[src/rtl/tlbrep_pkg.sv]
package tlbrep_pkg;

  localparam logic [31:0] LCG_MUL = 32'd314159;
  localparam logic [31:0] LCG_INC = 32'd1;
  localparam int          FOLD_BITS = 16;

  typedef enum logic { GEN_IDLE = 1'b0, GEN_REDUCE = 1'b1 } gen_state_e;

  // one step of the congruential sequence, truncated to 32 bits
  function automatic logic [31:0] lcg_advance(input logic [31:0] s);
    return s * LCG_MUL + LCG_INC;
  endfunction

  // one restoring remainder step: shift in a bit, subtract if it fits
  function automatic logic [31:0] rem_step(input logic [31:0] r,
                                           input logic        b,
                                           input logic [31:0] d);
    logic [31:0] trial;
    trial = {r[30:0], b};
    return (trial >= d) ? (trial - d) : trial;
  endfunction

endpackage

[src/rtl/tlbrep_lcg.sv]
module tlbrep_lcg
  import tlbrep_pkg::*;
(
  input  logic        clk,
  input  logic        rst,
  input  logic        step_i,
  output logic [31:0] state_o,
  output logic [15:0] upper_next_o
);

  logic [31:0] state_q;
  logic [31:0] state_next;

  assign state_next   = lcg_advance(state_q);
  assign upper_next_o = state_next[31:16];
  assign state_o      = state_q;

  always_ff @(posedge clk) begin
    if (rst) begin
      state_q <= '0;
    end else if (step_i) begin
      state_q <= state_next;
    end
  end

endmodule

[src/rtl/tlbrep_modred.sv]
module tlbrep_modred
  import tlbrep_pkg::*;
#(
  parameter int DIVIDEND_W = 16,
  parameter int IDX_W      = 4,
  localparam int REM_W     = IDX_W + 2,
  localparam int CNT_W     = (DIVIDEND_W > 1) ? $clog2(DIVIDEND_W) : 1
) (
  input  logic                  clk,
  input  logic                  rst,
  input  logic                  load_i,
  input  logic [DIVIDEND_W-1:0] dividend_i,
  input  logic [REM_W-1:0]      divisor_i,
  output logic [IDX_W-1:0]      rem_o,
  output logic                  last_o,
  output logic                  active_o
);

  localparam logic [CNT_W-1:0] LAST_STEP = CNT_W'(DIVIDEND_W - 1);

  logic [DIVIDEND_W-1:0] dq_q;
  logic [REM_W-1:0]      r_q;
  logic [REM_W-1:0]      div_q;
  logic [CNT_W-1:0]      cnt_q;
  logic                  active_q;
  logic [REM_W-1:0]      r_next;

  assign r_next   = REM_W'(rem_step(32'(r_q), dq_q[DIVIDEND_W-1], 32'(div_q)));
  assign last_o   = active_q && (cnt_q == LAST_STEP);
  assign rem_o    = r_next[IDX_W-1:0];
  assign active_o = active_q;

  always_ff @(posedge clk) begin
    if (rst) begin
      dq_q     <= '0;
      r_q      <= '0;
      div_q    <= '0;
      cnt_q    <= '0;
      active_q <= 1'b0;
    end else if (load_i) begin
      dq_q     <= dividend_i;
      r_q      <= '0;
      div_q    <= divisor_i;
      cnt_q    <= '0;
      active_q <= 1'b1;
    end else if (active_q) begin
      dq_q  <= dq_q << 1;
      r_q   <= r_next;
      cnt_q <= cnt_q + 1'b1;
      if (cnt_q == LAST_STEP) begin
        active_q <= 1'b0;
      end
    end
  end

endmodule

[src/rtl/tlbrep_ctrl.sv]
module tlbrep_ctrl
  import tlbrep_pkg::*;
(
  input  logic clk,
  input  logic rst,
  input  logic req_i,
  input  logic clamp_i,
  input  logic last_i,
  output logic accept_o,
  output logic launch_o,
  output logic clamp_fire_o,
  output logic busy_o
);

  gen_state_e st_q;
  gen_state_e st_d;

  assign busy_o       = (st_q == GEN_REDUCE);
  assign accept_o     = req_i && !busy_o;
  assign launch_o     = accept_o && !clamp_i;
  assign clamp_fire_o = accept_o && clamp_i;

  always_comb begin
    st_d = st_q;
    case (st_q)
      GEN_IDLE:   if (launch_o) st_d = GEN_REDUCE;
      GEN_REDUCE: if (last_i)   st_d = GEN_IDLE;
      default:    st_d = GEN_IDLE;
    endcase
  end

  always_ff @(posedge clk) begin
    if (rst) st_q <= GEN_IDLE;
    else     st_q <= st_d;
  end

endmodule

[src/rtl/tlbrep_index_gen.sv]
module tlbrep_index_gen
  import tlbrep_pkg::*;
#(
  parameter int ENTRIES  = 16,
  localparam int IDX_W   = (ENTRIES > 1) ? $clog2(ENTRIES) : 1,
  localparam int WIRED_W = IDX_W + 1,
  localparam int REM_W   = IDX_W + 2
) (
  input  logic               clk,
  input  logic               rst,
  input  logic               req_i,
  input  logic [WIRED_W-1:0] wired_i,
  output logic [IDX_W-1:0]   idx_o,
  output logic               valid_o
);

  localparam logic [IDX_W-1:0] TOP_IDX = IDX_W'(ENTRIES - 1);

  // named internal events, visible to the bound checker
  logic              accept;
  logic              launch;
  logic              clamp_fire;
  logic              busy;
  logic              clamp_sel;
  logic              red_last;
  logic              red_active;
  logic [31:0]       lcg_state;
  logic [15:0]       upper_next;
  logic [REM_W-1:0]  divisor;
  logic [IDX_W-1:0]  red_rem;
  logic [IDX_W-1:0]  wired_q;
  logic              clamp_q;
  logic [IDX_W-1:0]  idx_q;
  logic              valid_q;

  assign clamp_sel = (wired_i >= WIRED_W'(ENTRIES));
  assign divisor   = REM_W'(ENTRIES) - REM_W'(wired_i);

  tlbrep_ctrl u_ctrl (
    .clk          (clk),
    .rst          (rst),
    .req_i        (req_i),
    .clamp_i      (clamp_sel),
    .last_i       (red_last),
    .accept_o     (accept),
    .launch_o     (launch),
    .clamp_fire_o (clamp_fire),
    .busy_o       (busy)
  );

  tlbrep_lcg u_lcg (
    .clk          (clk),
    .rst          (rst),
    .step_i       (accept),
    .state_o      (lcg_state),
    .upper_next_o (upper_next)
  );

  tlbrep_modred #(
    .DIVIDEND_W (FOLD_BITS),
    .IDX_W      (IDX_W)
  ) u_red (
    .clk        (clk),
    .rst        (rst),
    .load_i     (launch),
    .dividend_i (upper_next),
    .divisor_i  (divisor),
    .rem_o      (red_rem),
    .last_o     (red_last),
    .active_o   (red_active)
  );

  always_ff @(posedge clk) begin
    if (rst) begin
      wired_q <= '0;
      clamp_q <= 1'b0;
      idx_q   <= '0;
      valid_q <= 1'b0;
    end else begin
      valid_q <= 1'b0;
      if (accept) begin
        wired_q <= wired_i[IDX_W-1:0];
        clamp_q <= clamp_sel;
      end
      if (clamp_fire) begin
        idx_q   <= TOP_IDX;
        valid_q <= 1'b1;
      end else if (red_last && red_active) begin
        idx_q   <= red_rem + wired_q;
        valid_q <= 1'b1;
      end
    end
  end

  assign idx_o   = idx_q;
  assign valid_o = valid_q;

endmodule

[config.mk]
export PLATFORM = sky130hd
export DESIGN_NAME = tlbrep_index_gen
export DESIGN_NICKNAME = d
export VERILOG_FILES = /design/src/rtl/tlbrep_pkg.sv /design/src/rtl/tlbrep_lcg.sv /design/src/rtl/tlbrep_modred.sv /design/src/rtl/tlbrep_ctrl.sv /design/src/rtl/tlbrep_index_gen.sv
export SDC_FILE = /design/constraint.sdc
export NUM_CORES = 1
export LEC_CHECK = 0
export BUFFER_PORTS_ARGS = -buffer_cell sky130_fd_sc_hd__buf_2
export CAP_MARGIN = 20
export CELL_PAD_IN_SITES_DETAIL_PLACEMENT = 0
export CELL_PAD_IN_SITES_GLOBAL_PLACEMENT = 1
export CORE_ASPECT_RATIO = 0.75
export CORE_MARGIN = 3
export CORE_UTILIZATION = 47
export CTS_BUF_LIST = sky130_fd_sc_hd__clkbuf_4 sky130_fd_sc_hd__clkbuf_8
export DETAILED_ROUTE_END_ITERATION = 6
export PLACE_DENSITY_LB_ADDON = 0.25
export SKIP_LAST_GASP = 1
export SLEW_MARGIN = 5
export SYNTH_ARGS = -nofsm -noshare
export SYNTH_HDL_FRONTEND = slang
export SYNTH_SLANG_ARGS = --single-unit
export TNS_END_PERCENT = 1
[constraint.sdc]
create_clock -name clk -period 5.4 [get_ports clk]
set_input_delay 0.27 -clock clk [delete_from_list [all_inputs] [get_ports clk]]
set_output_delay 0.27 -clock clk [all_outputs]
set_load 0.1 [all_outputs]
==> summary.txt <==
Run status
  – Outcome: finished with violations
  – Violated checks: negative setup slack

Place
  – Port buffer count: 12
  – GPL Wtd Cong: about 0.9
  – Hpwl dp: 25060 um

Worst setup path
  – CP Capture Type: flop
  – Critical Path Fanout Max: 5
  – CP arrival: just under 6 ns
  – Kind of critical path: flop to flop
  – CP Data Required Time: ~5.7 ns
  – Startpoint type of the worst setup path: flop

Floorplan
  – Die height: 142.2 um
  – Die width: 187.5 um
  – Die Area: between 20000 and 30000 um2
  – Initial Utilization: about half
  – Row cnt: between 40 and 50
  – Core Area: 24160 um2
  – IO Count: 13

Synthesis
  – Most numerous cell in the Yosys netlist: inv_1
  – Mapped cell area: about 12000 um2
  – Share of flip-flops with an asynchronous set or reset: 0%
  – Synth Net Count: 1658
  – Adder-cell share of the synthesized area: approximately 49%
  – Main area contributors after synthesis: fa_1, ha_1, inv_1
  – Number of enable flip-flop cells after synthesis: 0
  – Synth top cells by count: inv_1, fa_1, ha_1
  – Synth Area in Simple Gates: 8.154%
  – Post-synthesis compound-gate area fraction: between 10% and 20%
  – Unique cell type count in the Yosys netlist: 67
  – Synth top area share: a little under a third
  – XOR/XNOR Fraction of Synth Area: 3.921%
  – #FFs+latches synth: 75
  – Mux cell area share after synthesis: 1.400%
  – Synthesis warning total: 0
  – Syn Inst Count: 1308
  – Primary FF master, synth: dfxtp_1
  – Main combinational cell family by area after synthesis: adder cells
  – Leading area contributor after synthesis: fa_1
  – Sequential-to-total area share from yosys stat: around an eighth
  – Avg Cell Area, Syn: 8.881 um2

Drt
  – Detailed-route via count: roughly 8.8k
  – First-pass DRT Iterations: 5
  – Drt via density: between 4 and 5
  – DRT antenna net count: 0
  – WL per Instance: between 15 and 20 um
  – Drt total wl: about 30000 um
  – First DRT Iteration DRCs: around 530
  – DRC Markers: 0

GRT
  – Initial antenna violation count: 0
  – Largest net degree at the start of global routing: between 40 and 50
  – GR Overflow Total: 0
  – All-Layer GR Usage: around a quarter
  – Global-route wire length before repair: just under 50000 um
  – Vias in the first global route: 9236

Layout
  – Nets: roughly 1.8k
  – P&R area growth vs syn: 16.73%
  – ANT cells: 0
  – Layout cells sized above 1: approximately 18%

Clocking
  – Max Root-Sink Buffers: 2
  – CTS hold repair buffers: 0
  – CTS tree: yes
  – Clock Latency Late Sink: slightly below 0.4 ns
  – Sink Count: 75
  – Htree depth: 3
  – Worst-path clk slew: roughly 0.1 ns
  – Clock root cell: clkbuf_8
  – Total CTS buffers: 9

Min path
  – HP Class: input pin to flop

STA
  – Actual slew at the worst max-slew pin: just over 0.6 ns
  – Final worst slack: -0.09434 ns
  – Rel. slew slack: about three fifths
  – Tmin final: between 5 and 6 ns
  – Total negative slack: -0.3864 ns
  – Fmax: 182.0 MHz
  – Crit share post-route: 101.7%
  – Hold Vio Cnt, Final: 0
  – Setup Skew: around 0.015 ns
  – RSZ-0062 raised after global routing: true
  – Final setup fails: 9
  – Final Slew Violations: 0

Run
  – Max-cap violations: 0
## worst paths after layout
kind                     startpoint                 to  slack, ns  cells after the start
hold reg to reg      u_red.div_q[2]     u_red.div_q[2]       0.46                      2
setup reg to reg  u_lcg.state_o[13]  u_lcg.state_o[28]      -0.09                     21
setup / recovery  u_lcg.state_o[13]  u_lcg.state_o[28]      -0.09                     21
hold / removal           wired_i[1]         wired_q[1]       0.16                      3
## layer usage
layer / wire (um) / GRT usage (%) / vias up
met4: 246 / 3.552 / 0
met2: 12800 / 36.38 / 201
met3: 1977 / 5.391 / 23
met1: 15010 / 35.35 / 4327
met5: 0 / 0 / -
li1: - / - / 4295
## layout by cell type (no fill, tap or decap), drive strengths merged, types with 9 or more instances in the layout
| cell | Yosys | routed |
|---|---|---|
| inv | 411 | 414 |
| fa | 185 | 185 |
| ha | 157 | 157 |
| buf | 5 | 151 |
| nand2 | 87 | 87 |
| dfxtp | 75 | 75 |
| a21oi | 74 | 74 |
| nor2 | 48 | 48 |
| xnor2 | 43 | 43 |
| o21ai | 27 | 27 |
| a211oi | 18 | 18 |
| mux2i | 14 | 14 |
| nand3 | 14 | 14 |
| nor3 | 14 | 14 |
| xor2 | 9 | 9 |
| clkbuf | 23 | 9 |
## state kept, by name, indices dropped and copies added (netlist names)
signal	cells
idx_o	4
u_red.active_o	1
u_red.dq_q	16
u_red.div_q	6
u_red.r_q	6
wired_q	4
u_ctrl.busy_o	1
u_red.cnt_q	4
u_lcg.state_o	32
valid_o	1
## worst max-delay path: stages, from the launching register on
cell and delay, ns:
dfxtp_2 0.36, buf_4 0.16, ha_1 0.31, inv_1 0.06, fa_1 0.47, fa_1 0.52, inv_1 0.05, fa_1 0.50
fa_1 0.49, inv_1 0.05, fa_1 0.51, inv_1 0.06, ha_1 0.30, a21oi_1 0.14, o21ai_1 0.12, a21o_1 0.18
and3_1 0.17, a221o_1 0.38, a21boi_2 0.20, buf_4 0.14, nand4_1 0.10, o311ai_2 0.13
## per-stage QoR
step | hold slack (ns) | worst slack, ns | area (um2) | cells | util (%)
after floorplan | 0.4060 | -0.05646 | 11620 | 1308 | -
after global placement | 0.4438 | -0.2245 | 13000 | 1758 | 53.82
after detailed placement | 0.4471 | -0.2539 | 13000 | 1758 | 53.82
after CTS | 0.1345 | -0.03948 | 13350 | 1775 | 55.27
after global routing | 0.1468 | -0.3097 | 13560 | 1778 | 56.13
final | 0.1585 | -0.09434 | 13560 | 1778 | 56.13
## logic make-up after synthesis
kind of cell	after synthesis
xor gates and xnor gates	52
AOI/OAI and AO/OA	178
buffers and inverters	439
DFF	75
muxes	16
and+or+nand+nor	206
adders and majority gates	342
## cell type report
cell class                 count  area [um2]
clock buffer                   9       123.9
clock inverter                 7       70.07
fill                        2280       10600
inverter                     411        1550
multi-input combinational    794        8777
sequential                    75        1520
tap                          331       414.1
timing repair buffer         151        1104
## timing repair
action                     CTS  global route
pin swaps                   16            28
setup endpoints to repair   24            32
buffers inserted             1             3
gates resized for setup     38            36
Power is left out: the tool's default activity adds up to more than one toggle a clock period on the data nets, which glitch-free logic cannot reach.
